`src/rtl/wiper_pkg.sv`:
```
package wiper_pkg;
  // strobes from the control unit to the datapath, already prioritised
  typedef struct packed {
    logic recall;
    logic ldHost;
    logic ldXfer;
    logic step;
    logic up;
  } wiperCtl_t;
endpackage

```
`src/rtl/wiper_ctrl.sv`:
```
module wiper_ctrl
  import wiper_pkg::*;
(
  input  logic      clk,
  input  logic      rstN,
  input  logic      pwrGood,
  input  logic      wrStb,
  input  logic      xferStb,
  input  logic      stepStb,
  input  logic      stepUp,
  output wiperCtl_t ctl
);
  logic pwrGoodQ;
  logic live;

  always_ff @(posedge clk) begin
    if (!rstN) pwrGoodQ <= 1'b0;
    else       pwrGoodQ <= pwrGood;
  end

  always_comb begin
    ctl.recall = pwrGood & ~pwrGoodQ;
    live       = pwrGood & pwrGoodQ;
    ctl.ldHost = live & wrStb;
    ctl.ldXfer = live & xferStb & ~wrStb;
    ctl.step   = live & stepStb & ~wrStb & ~xferStb;
    ctl.up     = stepUp;
  end
endmodule

```
`src/rtl/wiper_dpath.sv`:
```
module wiper_dpath
  import wiper_pkg::*;
#(
  parameter int POS_W  = 8,
  parameter int NUM_DR = 4,
  localparam int SEL_W = (NUM_DR > 1) ? $clog2(NUM_DR) : 1,
  localparam int TAPS  = 1 << POS_W
) (
  input  logic                    clk,
  input  logic                    rstN,
  input  wiperCtl_t               ctl,
  input  logic [NUM_DR*POS_W-1:0] drBank,
  input  logic [POS_W-1:0]        wrData,
  input  logic [SEL_W-1:0]        xferSel,
  output logic [POS_W-1:0]        wiperPos,
  output logic [TAPS-1:0]         tapSel
);
  localparam logic [POS_W-1:0] POS_MAX = {POS_W{1'b1}};
  localparam logic [POS_W-1:0] POS_MIN = '0;

  logic [POS_W-1:0] slot [NUM_DR];
  logic [POS_W-1:0] xferVal;
  logic [POS_W-1:0] stepVal;
  logic [POS_W-1:0] posNext;
  logic [TAPS-1:0]  tapNext;

  for (genvar k = 0; k < NUM_DR; k++) begin : g_slot
    assign slot[k] = drBank[k*POS_W +: POS_W];
  end

  always_comb begin
    xferVal = slot[0];
    for (int k = 0; k < NUM_DR; k++)
      if (xferSel == SEL_W'(k)) xferVal = slot[k];
  end

  always_comb begin
    if (ctl.up) stepVal = (wiperPos == POS_MAX) ? POS_MAX : wiperPos + 1'b1;
    else        stepVal = (wiperPos == POS_MIN) ? POS_MIN : wiperPos - 1'b1;
  end

  always_comb begin
    if (ctl.recall)      posNext = slot[0];
    else if (ctl.ldHost) posNext = wrData;
    else if (ctl.ldXfer) posNext = xferVal;
    else if (ctl.step)   posNext = stepVal;
    else                 posNext = wiperPos;
  end

  for (genvar t = 0; t < TAPS; t++) begin : g_tap
    assign tapNext[t] = (wiperPos == POS_W'(t));
  end

  always_ff @(posedge clk) begin
    if (!rstN) begin
      wiperPos <= '0;
      tapSel   <= TAPS'(1);
    end else begin
      wiperPos <= posNext;
      tapSel   <= tapNext;
    end
  end
endmodule

```
`src/rtl/wiper_tap_reg.sv`:
```
module wiper_tap_reg
  import wiper_pkg::*;
#(
  parameter int POS_W  = 8,
  parameter int NUM_DR = 4,
  localparam int SEL_W = (NUM_DR > 1) ? $clog2(NUM_DR) : 1,
  localparam int TAPS  = 1 << POS_W
) (
  input  logic                    clk,
  input  logic                    rstN,
  input  logic                    pwrGood,
  input  logic [NUM_DR*POS_W-1:0] drBank,
  input  logic                    wrStb,
  input  logic [POS_W-1:0]        wrData,
  input  logic                    xferStb,
  input  logic [SEL_W-1:0]        xferSel,
  input  logic                    stepStb,
  input  logic                    stepUp,
  output logic [POS_W-1:0]        wiperPos,
  output logic [TAPS-1:0]         tapSel
);
  wiperCtl_t ctlSt;

  wiper_ctrl u_ctrl (
    .clk(clk), .rstN(rstN), .pwrGood(pwrGood), .wrStb(wrStb),
    .xferStb(xferStb), .stepStb(stepStb), .stepUp(stepUp), .ctl(ctlSt)
  );

  wiper_dpath #(.POS_W(POS_W), .NUM_DR(NUM_DR)) u_dpath (
    .clk(clk), .rstN(rstN), .ctl(ctlSt), .drBank(drBank), .wrData(wrData),
    .xferSel(xferSel), .wiperPos(wiperPos), .tapSel(tapSel)
  );
endmodule

```
`config.mk`:
```
export PLATFORM = sky130hd
export DESIGN_NAME = wiper_tap_reg
export DESIGN_NICKNAME = d
export VERILOG_FILES = /design/src/rtl/wiper_pkg.sv /design/src/rtl/wiper_ctrl.sv /design/src/rtl/wiper_dpath.sv /design/src/rtl/wiper_tap_reg.sv
export SDC_FILE = /design/constraint.sdc
export NUM_CORES = 1
export LEC_CHECK = 0
export BUFFER_PORTS_ARGS = -buffer_cell sky130_fd_sc_hd__buf_2
export CELL_PAD_IN_SITES_DETAIL_PLACEMENT = 0
export CELL_PAD_IN_SITES_GLOBAL_PLACEMENT = 1
export CORE_UTILIZATION = 35
export DETAILED_ROUTE_END_ITERATION = 10
export GPL_ROUTABILITY_DRIVEN = 0
export PLACE_DENSITY_LB_ADDON = 0.1
export SLEW_MARGIN = 20
export SYNTH_ARGS = -nofsm -noshare
export SYNTH_HDL_FRONTEND = slang
export SYNTH_SLANG_ARGS = --single-unit
```
`constraint.sdc`:
```
create_clock -name clk -period 2.5 [get_ports clk]
set_clock_uncertainty 0.05 [all_clocks]
set_input_delay 0 -clock clk [delete_from_list [all_inputs] [get_ports clk]]
set_output_delay 0 -clock clk [all_outputs]
set_load 0.02 [all_outputs]
```
* Word level (Yosys, flattened, before mapping)
Index checks and enable logic that the tools add are counted.
** Cells by class
- Add/subtract/negate cells :: 2
- Multiply operators :: 0
- Divide/modulo/power cells :: 0
- Order comparisons :: 0
- Equality and inequality tests :: 258
- Shift operators :: 0
- Multiplexer cells :: 10
- Bitwise operators :: 11
- Reduce and logical (&&, ||, !) cells :: 2
** Operators by type and width (count)
- == test 8 bit (second input constant) :: 128
- == test 8 x 7 -> 1 bit (second input constant) :: 64
- == test 8 x 6 -> 1 bit (second input constant) :: 32
- == test 8 x 5 -> 1 bit (second input constant) :: 16
- two-way mux 8 bit :: 10
- == test 8 x 4 -> 1 bit (second input constant) :: 8
- == test 8 x 3 -> 1 bit (second input constant) :: 4
- == test 8 x 2 -> 1 bit (second input constant) :: 2
- adder 8 x 1 -> 8 bit (second input constant) :: 1
- AND 1 bit :: 8
- == test 8 x 1 -> 1 bit (second input constant) :: 1
- zero test 8 bit :: 1
- subtractor 8 x 1 -> 8 bit (second input constant) :: 1
- == test 2 bit (second input constant) :: 2
- nonzero test 4 bit :: 1
- inverter 1 bit :: 3
- == test 2 x 1 -> 1 bit (second input constant) :: 1
** Storage, ports and cells
- Register bits :: 265
- Bits in latches :: 0
- RAM bits :: 0
- ROM bits :: 0
- Output and inout port bits :: 264
- Word-level logic and storage cells :: 286
- Memories kept :: 0

* Logic depth before layout (Yosys ltp)
Gate-level depths: netlist of the first run.
- Depth in word-level cells :: 8
- Mapped depth :: 7
- Depth with buffers taken out :: 7

* Cells and area by module
From an unflattened synthesis of the first run, not the netlist that was laid out.
** Second synthesis, totals
- Cells, all modules :: 767
- Area, all modules :: 7832.5 um^2
** Modules (own cells, without submodules)
- wiper_dpath :: instances 1, cells an instance 759, area each 7754.9 um^2, sequential area each 5285.1 um^2
- wiper_ctrl :: instances 1, cells an instance 8, area each 77.6 um^2, sequential area each 20.0 um^2

* Worst setup path before layout of the first run
Ideal clock, no wire load.
- Path type :: register to register
- From :: register u_dpath.wiperPos[0]
- To :: register u_dpath.wiperPos[3]
- Arrival time :: 1.839 ns
- Setup slack :: 0.542 ns
- Stages on the path, launching flop included :: 8
- Path buffers :: 1
- Clock period less this slack :: 1.958 ns
- Cell sequence :: dfxtp_1 -> inv_1 -> ha_1 -> and3_1 -> clkbuf_1 -> or3_1 -> and3_1 -> o21ai_1
** On the way
- Word-level cells in the longest chain between the ends :: 7
- Elaborated cells between the ends (all ways) :: 11
** Ends and longest elaborated chain
- start, declared :: line wiper_dpath.sv:15 : output logic [POS_W-1:0] wiperPos,
- start signal, assigned :: line wiper_dpath.sv:59 : wiperPos <= posNext;
- subtractor 8 x 1 -> 8 bit (tied with other cells) :: line wiper_dpath.sv:39 : else stepVal = (wiperPos == POS_MIN) ? POS_MIN : wiperPos - 1'b1;
- two-way mux 8 bit, on equally long branches :: line wiper_dpath.sv:39, wiper_dpath.sv:38
- two-way mux 8 bit (*) :: line wiper_dpath.sv:38 : if (ctl.up) stepVal = (wiperPos == POS_MAX) ? POS_MAX : wiperPos + 1'b1;
- two-way mux 8 bit (*) :: line wiper_dpath.sv:46 : else if (ctl.step) posNext = stepVal;
- two-way mux 8 bit (*) :: line wiper_dpath.sv:45 : else if (ctl.ldXfer) posNext = xferVal;
- two-way mux 8 bit (*) :: line wiper_dpath.sv:44 : else if (ctl.ldHost) posNext = wrData;
- two-way mux 8 bit (*) :: line wiper_dpath.sv:43 : if (ctl.recall) posNext = slot[0];
Mark *: on every way between the ends. The rest lies on a longest branch, timed or not. The select of a mux whose other input is x is not followed.
A chain may end at the register's enable or synchronous reset.

* Worst setup path in the final report of the first run
- From :: register u_dpath.wiperPos[0]
- To :: register u_dpath.wiperPos[1]
The elaborated chain is that of the path after synthesis.

==> results of run 1 <==
-- cells in the mapped netlist (4+ instances only) --
cell type  instances
nor2_1           270
dfxtp_1          265
clkbuf_1          43
nand2_1           30
nand3_1           25
o21ai_0           15
inv_1             10
mux4_2             8
a21oi_1            7
buf_2              7
nor2b_1            6
ha_1               5
nand4_1            5
and3_1             4
-- sequential cells by signal, summed over array words and instances, names as in the netlist --
register / flops
u_ctrl.pwrGoodQ: 1
u_dpath.wiperPos: 8
u_dpath.tapSel: 256
-- how the worst min path moves through the flow --
stage	startpoint	to	slack [ns]	cells past startpoint
final	drBank[6]	u_dpath.wiperPos[6]$_SDFFE_PN0P_	0.003	5
after global placement	wrData[0]	u_dpath.wiperPos[0]$_SDFFE_PN0P_	0.28	3
after global routing	drBank[6]	u_dpath.wiperPos[6]$_SDFFE_PN0P_	0.02	5
after detailed placement	wrData[0]	u_dpath.wiperPos[0]$_SDFFE_PN0P_	0.28	3
after floorplan	wrData[0]	u_dpath.wiperPos[0]$_SDFFE_PN0P_	0.12	2
after CTS	drBank[6]	u_dpath.wiperPos[6]$_SDFFE_PN0P_	0.006	5
-- cell type report --
type	count	area [sq um]
inverter	11	41.3
clock buffer	42	782
fill	2068	10600
sequential	265	5310
multi-input combinational	430	2140
tap	275	344
timing repair buffer	362	2020
clock inverter	6	95.1
-- repair_timing --
| action | in CTS | in global routing |
|---|---|---|
| endpoints found under the hold margin | 10 | 0 |
| buffers inserted | 0 | 0 |
| resized for setup | 0 | 6 |
| endpoints found under the setup margin | 0 | 1 |
| hold buffers | 27 | 0 |
-- per-layer routing --
metal / vias to the layer above / wire length [um] / GRT usage
met3: 36 / 1960 / 0.0558
met4: 2 / 448 / 0.0576
met2: 242 / 11500 / 0.354
met5: - / 13 / 0
li1: 3117 / - / -
met1: 2935 / 10700 / 0.275
-- kinds of logic (layout without fill, tap and decap cells) --
family                   after synthesis  in the layout  synth area share
buffers and inverters                 64            421            0.0338
adder cells (fa/ha/maj)                5              5           0.00812
AO/OA/AOI/OAI                         55             55            0.0486
flip-flops                           265            265             0.689
multiplexers                           8              8            0.0234
AND/OR/NAND/NOR                      361            361             0.196
XOR/XNOR                               1              1           0.00114
-- power by group --
| group | switching (mW) | total, mW | leakage, nW | internal (mW) |
|---|---|---|---|---|
| combinational | 0.295 | 0.476 | 2.42 | 0.181 |
| sequential | 0.0452 | 4.29 | 2.14 | 4.25 |
| clock | 1.61 | 3.96 | 0.430 | 2.36 |
| total | 1.95 | 8.73 | 4.99 | 6.78 |
-- critical path, stage by stage (launching register included) --
cell           delay (ns)
dfxtp_2              0.45
inv_1                0.11
ha_1                 0.29
and3_1               0.27
a211oi_1             0.30
o21ai_0              0.13
a21oi_1              0.14
dlygate4sd3_1        0.55
==> results.md, run 1 <==
* Synth top area cells: dfxtp_1 69%, nor2_1 13%, mux4_2 2.3%
* Final Cell Area at 10,700 sq um
* First-pass GRT wire length at 36.2 mm
* Cell Count, Final, Fillers Out at ~1,400
* RSZ-0062 raised after global routing: no
* Syn nets at around 810
* Overall routing resource usage at 0.214
* Vias at roughly 6,300
* Min-delay worst type: in -> reg
* Synth warn at 0
* Relative slew slack at 0.483
* First drt pass iteration count at 6
* Core area at 21,300 sq um
* Worst slew pin tran at ~0.77 ns
* Final core occ at 0.504
* Post-Synthesis Cells at 759
* CP startpoint: u_dpath.wiperPos[0]$_SDFFE_PN0P_
* Die Span Y at 150 um
* Worst setup SP type: register
* Cell variety after synth at 55
* Critical path class: reg -> reg
* Post-synth top flop: dfxtp_1
* Number of DRC markers in iteration 0 at about 320
* Cell Pwr Density at between 800 and 900 nW/um^2
* Largest net degree at the start of global routing at 29
* Post-layout min period at approximately 2.3 ns
* Worst-Skew Late Latency at 0.52 ns
* Final wirelength at 24.7 mm
* Dpl cells at 1,316
* Worst hold slack at ~0.0025 ns
* Critical path endpoint: u_dpath.wiperPos[1]$_SDFFE_PN0P_
* Routed Antenna Nets at 0
* Clock buffer depth at 3
* DP Worst Slack at roughly 0.46 ns
* Final Power at 8.73 mW
* Slew Viols, Final at 0
* Buffers on Ports at roughly 310
* Leak at 4.99 nW
* Dpl cell area at between 9000 and 10,000 sq um
* Hold Vio Cnt, Final at 0
* FF-to-FF Start: u_dpath.wiperPos[0]$_SDFFE_PN0P_
* Vias in the first global route at around 6,000
* Maximum vdd drop at a little under 0.5 mV
* Share of layout cells above drive strength 1 at 0.351
* FP Rows at 53
* Commonest non-fill, non-tap cell in the layout: buf_2
* Max-cap violations at 0
* Total CTS buffers at 27
* DRC at 0
* Fmax at roughly 430 MHz
* Starting Density at 0.362
* Full die area at between 20,000 and 25,000 sq um
* P&R area growth vs syn at 39.3%
* Reg-to-reg endpoint: u_dpath.wiperPos[1]$_SDFFE_PN0P_
* Antenna diodes at 0
* Die X-Extent at 150 um
* Worst reg-to-reg path cell count at 7
* CTS tree: yes
* H-tree levels at 1
* Final setup vio count at 0
* Setup_tns at 0 ns
* CP Capture Type: register
* Clock root cell: clkbuf_16
* Run status: finished clean
* Final worst slack at 0.154 ns
* Cell Area, Synth at 7700 sq um
* Avg WL per Cell at 17.8 um
* Post-synth top area share at 0.689
* Largest area contributor in the netlist: dfxtp_1
* Fin crit share at 0.938
* Max FO, Critical Path at 11
* Initial antenna violation count at 1
* Post-synth EDFFs at 0
* DP HPWL at ~17 mm
* Async S/R FF share, synth at 0
* Synthesized area per cell at 10.1 sq um
* Reg2reg setup slack at 0.15 ns
* Clk sinks at ~270
* Worst EP required at roughly 2.9 ns
* Most frequent cells in the layout: 312 x buf_2, 270 x nor2_1, 259 x dfxtp_1, 30 x nand2_1
* CP arrival at between 2 and 3 ns
* Nets at ~1,200
* Final global-route overflow total at 0
* Seq/Total Area, Yosys at 0.689
* Via density at about 4.6
* Flops & latches, synth at around 270
* I/O Pins at about 310
* Reg clk slew, reported paths at approximately 0.06 ns
Note: power is estimated with default switching activity, not from simulation.
==> inputs of run 2 (changes only) <==
Settings changed: SETUP_SLACK_MARGIN set to 0.3.
==> results.md, run 2 (synthesized netlist as in run 1, its figures left out) <==
* Combinational fraction of design power at 0.054 (was 0.055)
* Crit path depth at 7 (unchanged)
* Slowest stage delay, CP at 0.54 ns (was 0.55 ns)
* Die X-Extent at 150 um (unchanged)
* Maximum vdd drop at 0.486 mV (about the same)
* Dpl cells at 1,316 (unchanged)
* Critical path class: reg -> reg (unchanged)
* Most frequent cells in the layout: 312 x buf_2, 270 x nor2_1, 265 x dfxtp_1, 29 x nand2_1, 27 x clkbuf_16 (was 312 x buf_2, 270 x nor2_1, 259 x dfxtp_1, 30 x nand2_1)
* Core area at 21,300 sq um (unchanged)
* Largest regs: u_dpath.tapSel (256), u_dpath.wiperPos (8), u_ctrl.pwrGoodQ (1) (unchanged)
* Min-delay worst type: in -> reg (unchanged)
* Worst reg-to-reg path cell count at 7 (unchanged)
* Critical path, cell by cell: buf_6 > nand3b_1 > dlygate4sd3_1 > o21ai_0 > nand2_1 > dlygate4sd3_1 > o21ai_1 (was inv_1 > ha_1 > and3_1 > a211oi_1 > o21ai_0 > a21oi_1 > dlygate4sd3_1)
* Final wirelength at 24.6 mm (was 24.7 mm)
* Avg WL per Cell at 17.7 um (was 17.8 um)
* Final core occ at 0.503 (was 0.504)
* Reg2reg setup slack at 0.40 ns (was 0.15 ns)
* Post-layout min period at 2.10 ns (was 2.35 ns)
* Cell Pwr Density at 814 nW/um^2 (about the same)
* Sequential Power Share at 0.492 (about the same)
* Leak at 4.99 nW (about the same)
* Most frequent CP cell: dlygate4sd3_1
* Worst slew pin tran at 0.735 ns (was 0.774 ns)
* Run status: finished clean (unchanged)
* Slew Viols, Final at 0 (unchanged)
* First drt pass iteration count at 4 (was 6)
* Fin crit share at 0.839 (was 0.938)
* Setup_tns at 0 ns (unchanged)
* Clock root cell: clkbuf_16 (unchanged)
* P_int at 6.78 mW (about the same)
* H-tree levels at 1 (unchanged)
* Length of routed met3 wiring at 2.01 mm (was 1.96 mm)
* Sw Ratio at 0.223 (about the same)
* Cell Count, Final, Fillers Out at 1,390 (was 1,391)
* DRC at 0 (unchanged)
* DP Worst Slack at 0.459 ns (unchanged)
* Wl on met1 at 10.7 mm (about the same)
* FP Rows at 53 (unchanged)
* Relative slew slack at 0.509 (was 0.483)
* Worst EP required at 2.87 ns (was 2.92 ns)
* Final setup vio count at 0 (unchanged)
* Vias in the first global route at 6,073 (was 6,085)
* Total CTS buffers at 27 (unchanged)
* Hold Vio Cnt, Final at 0 (unchanged)
* Full die area at 22,600 sq um (unchanged)
* Final global-route overflow total at 0 (unchanged)
* Number of DRC markers in iteration 0 at 315 (was 321)
* FF-to-FF Start: u_ctrl.pwrGoodQ$_SDFF_PN0_ (was u_dpath.wiperPos[0]$_SDFFE_PN0P_)
* Max FO, Critical Path at 20 (was 11)
* CP delay by family, top: buffers and inverters (unchanged)
* Post-CTS Setup Bufs at 0 (unchanged)
* CTS tree: yes (unchanged)
* I/O Pins at 313 (unchanged)
* CP arrival at 2.47 ns (was 2.76 ns)
* Vias at 6,355 (was 6,332)
* CP Capture Type: register (unchanged)
* Overall routing resource usage at 0.214 (about the same)
* Final worst slack at 0.402 ns (was 0.154 ns)
* Routed Antenna Nets at 0 (unchanged)
* Reg-to-reg endpoint: u_dpath.wiperPos[3]$_SDFFE_PN0P_ (was u_dpath.wiperPos[1]$_SDFFE_PN0P_)
* Buf/Inv on CP at 3 (was 2)
* Reg clk slew, reported paths at 0.06 ns (about the same)
* Buffers on Ports at 312 (unchanged)
* Worst setup SP type: register (unchanged)
* Antenna diodes at 0 (unchanged)
* Fmax at 477 MHz (was 426 MHz)
* Top sig layer: met5 (unchanged)
* Largest net degree at the start of global routing at 29 (unchanged)
* DP HPWL at 17.1 mm (unchanged)
* Initial antenna violation count at 1 (unchanged)
* Largest register FFs at 256 (unchanged)
* Net Switching at 1.94 mW (was 1.95 mW)
* Share of layout cells above drive strength 1 at 0.347 (was 0.351)
* Critical path endpoint: u_dpath.wiperPos[3]$_SDFFE_PN0P_ (was u_dpath.wiperPos[1]$_SDFFE_PN0P_)
* Commonest non-fill, non-tap cell in the layout: buf_2 (unchanged)
* Most flops, register: u_dpath.tapSel (unchanged)
* Clock power frac at 0.454 (about the same)
* Met2 Routed Length at 11.5 mm (about the same)
* Nets at 1,150 (was 1,151)
* P&R area growth vs syn at 39.1% (was 39.3%)
* Clk sinks at 265 (unchanged)
* Worst-Skew Late Latency at 0.53 ns (was 0.52 ns)
* Max-cap violations at 0 (unchanged)
* CP startpoint: u_ctrl.pwrGoodQ$_SDFF_PN0_ (was u_dpath.wiperPos[0]$_SDFFE_PN0P_)
* RSZ-0062 raised after global routing: yes (was no)
* Via density at 4.57 (was 4.55)
* Starting Density at 0.362 (unchanged)
* Clock buffer depth at 3 (unchanged)
* Critical path's slowest cell: dlygate4sd3_1 (unchanged)
* First-pass GRT wire length at 36.2 mm (about the same)
* Die Span Y at 150 um (unchanged)
run 2: cell count changes in the layout (fill, tap and decap cells not counted):
| cell | before | now |
|---|---|---|
| dfxtp_1 | 259 | 265 |
| buf_6 | 0 | 1 |
| dfxtp_2 | 6 | 0 |
| nand2_1 | 30 | 29 |
| buf_4 | 22 | 21 |
| dlygate4sd3_1 | 27 | 26 |
| nand2_2 | 0 | 1 |
run 2: repair_timing:
action | 4_1_cts | 5_1_grt
endpoints found under the hold margin | 10 | 0
hold buffers | 26 | 0
setup endpoints to repair | 0 | 5
gates resized for setup | 0 | 2
run 2: power by group through the flow:
stage / registers [mW] / clock network [mW] / logic, mW
global route: 4.30 / 4.23 / 0.519
finish: 4.29 / 3.96 / 0.475
global placement: 4.38 / 0 / 0.445
detailed placement: 4.38 / 0 / 0.442
CTS: 4.29 / 4.03 / 0.478
floorplan: 4.39 / 0 / 0.270
run 2: worst min-delay path, stage by stage:
cell	delay, ns
buf_2	0.09
nor2_1	0.04
a21oi_1	0.15
nor4_1	0.07
a211oi_1	0.18
run 2: area by class of cell:
type | count | area, sq um
flip-flops and latches | 265 | 5310
fillers | 2070 | 10600
well taps | 275 | 344
multi-input cells | 430 | 2140
clock buffers | 42 | 782
clock inverters | 6 | 95.1
repair buffers | 361 | 2010
inverters | 11 | 41.3
run 2: per-layer routing:
metal | track usage | up-vias
met4 | 0.0576 | 2
li1 | - | 3120
met5 | 0 | -
met2 | 0.353 | 258
met3 | 0.0558 | 36
met1 | 0.275 | 2939
run 2: how the worst min path moves through the flow:
| stage | startpoint | cells past startpoint | to |
|---|---|---|---|
| 6_report | drBank[6] | 5 | u_dpath.wiperPos[6]$_SDFFE_PN0P_ |
| 5_1_grt | drBank[6] | 5 | u_dpath.wiperPos[6]$_SDFFE_PN0P_ |
| 2_1_floorplan | wrData[0] | 2 | u_dpath.wiperPos[0]$_SDFFE_PN0P_ |
| 4_1_cts | drBank[6] | 5 | u_dpath.wiperPos[6]$_SDFFE_PN0P_ |
| 3_3_place_gp | wrData[0] | 3 | u_dpath.wiperPos[0]$_SDFFE_PN0P_ |
| 3_5_place_dp | wrData[0] | 3 | u_dpath.wiperPos[0]$_SDFFE_PN0P_ |
run 2: per-stage QoR:
stage	hold slack, ns	power [mW]	area [sq um]
floorplan	0.124	4.66	7700
CTS	0.00621	8.80	10700
global route	0.0198	9.05	10700
detailed placement	0.276	4.83	9570
finish	0.0153	8.73	10700
global placement	0.284	4.83	9570
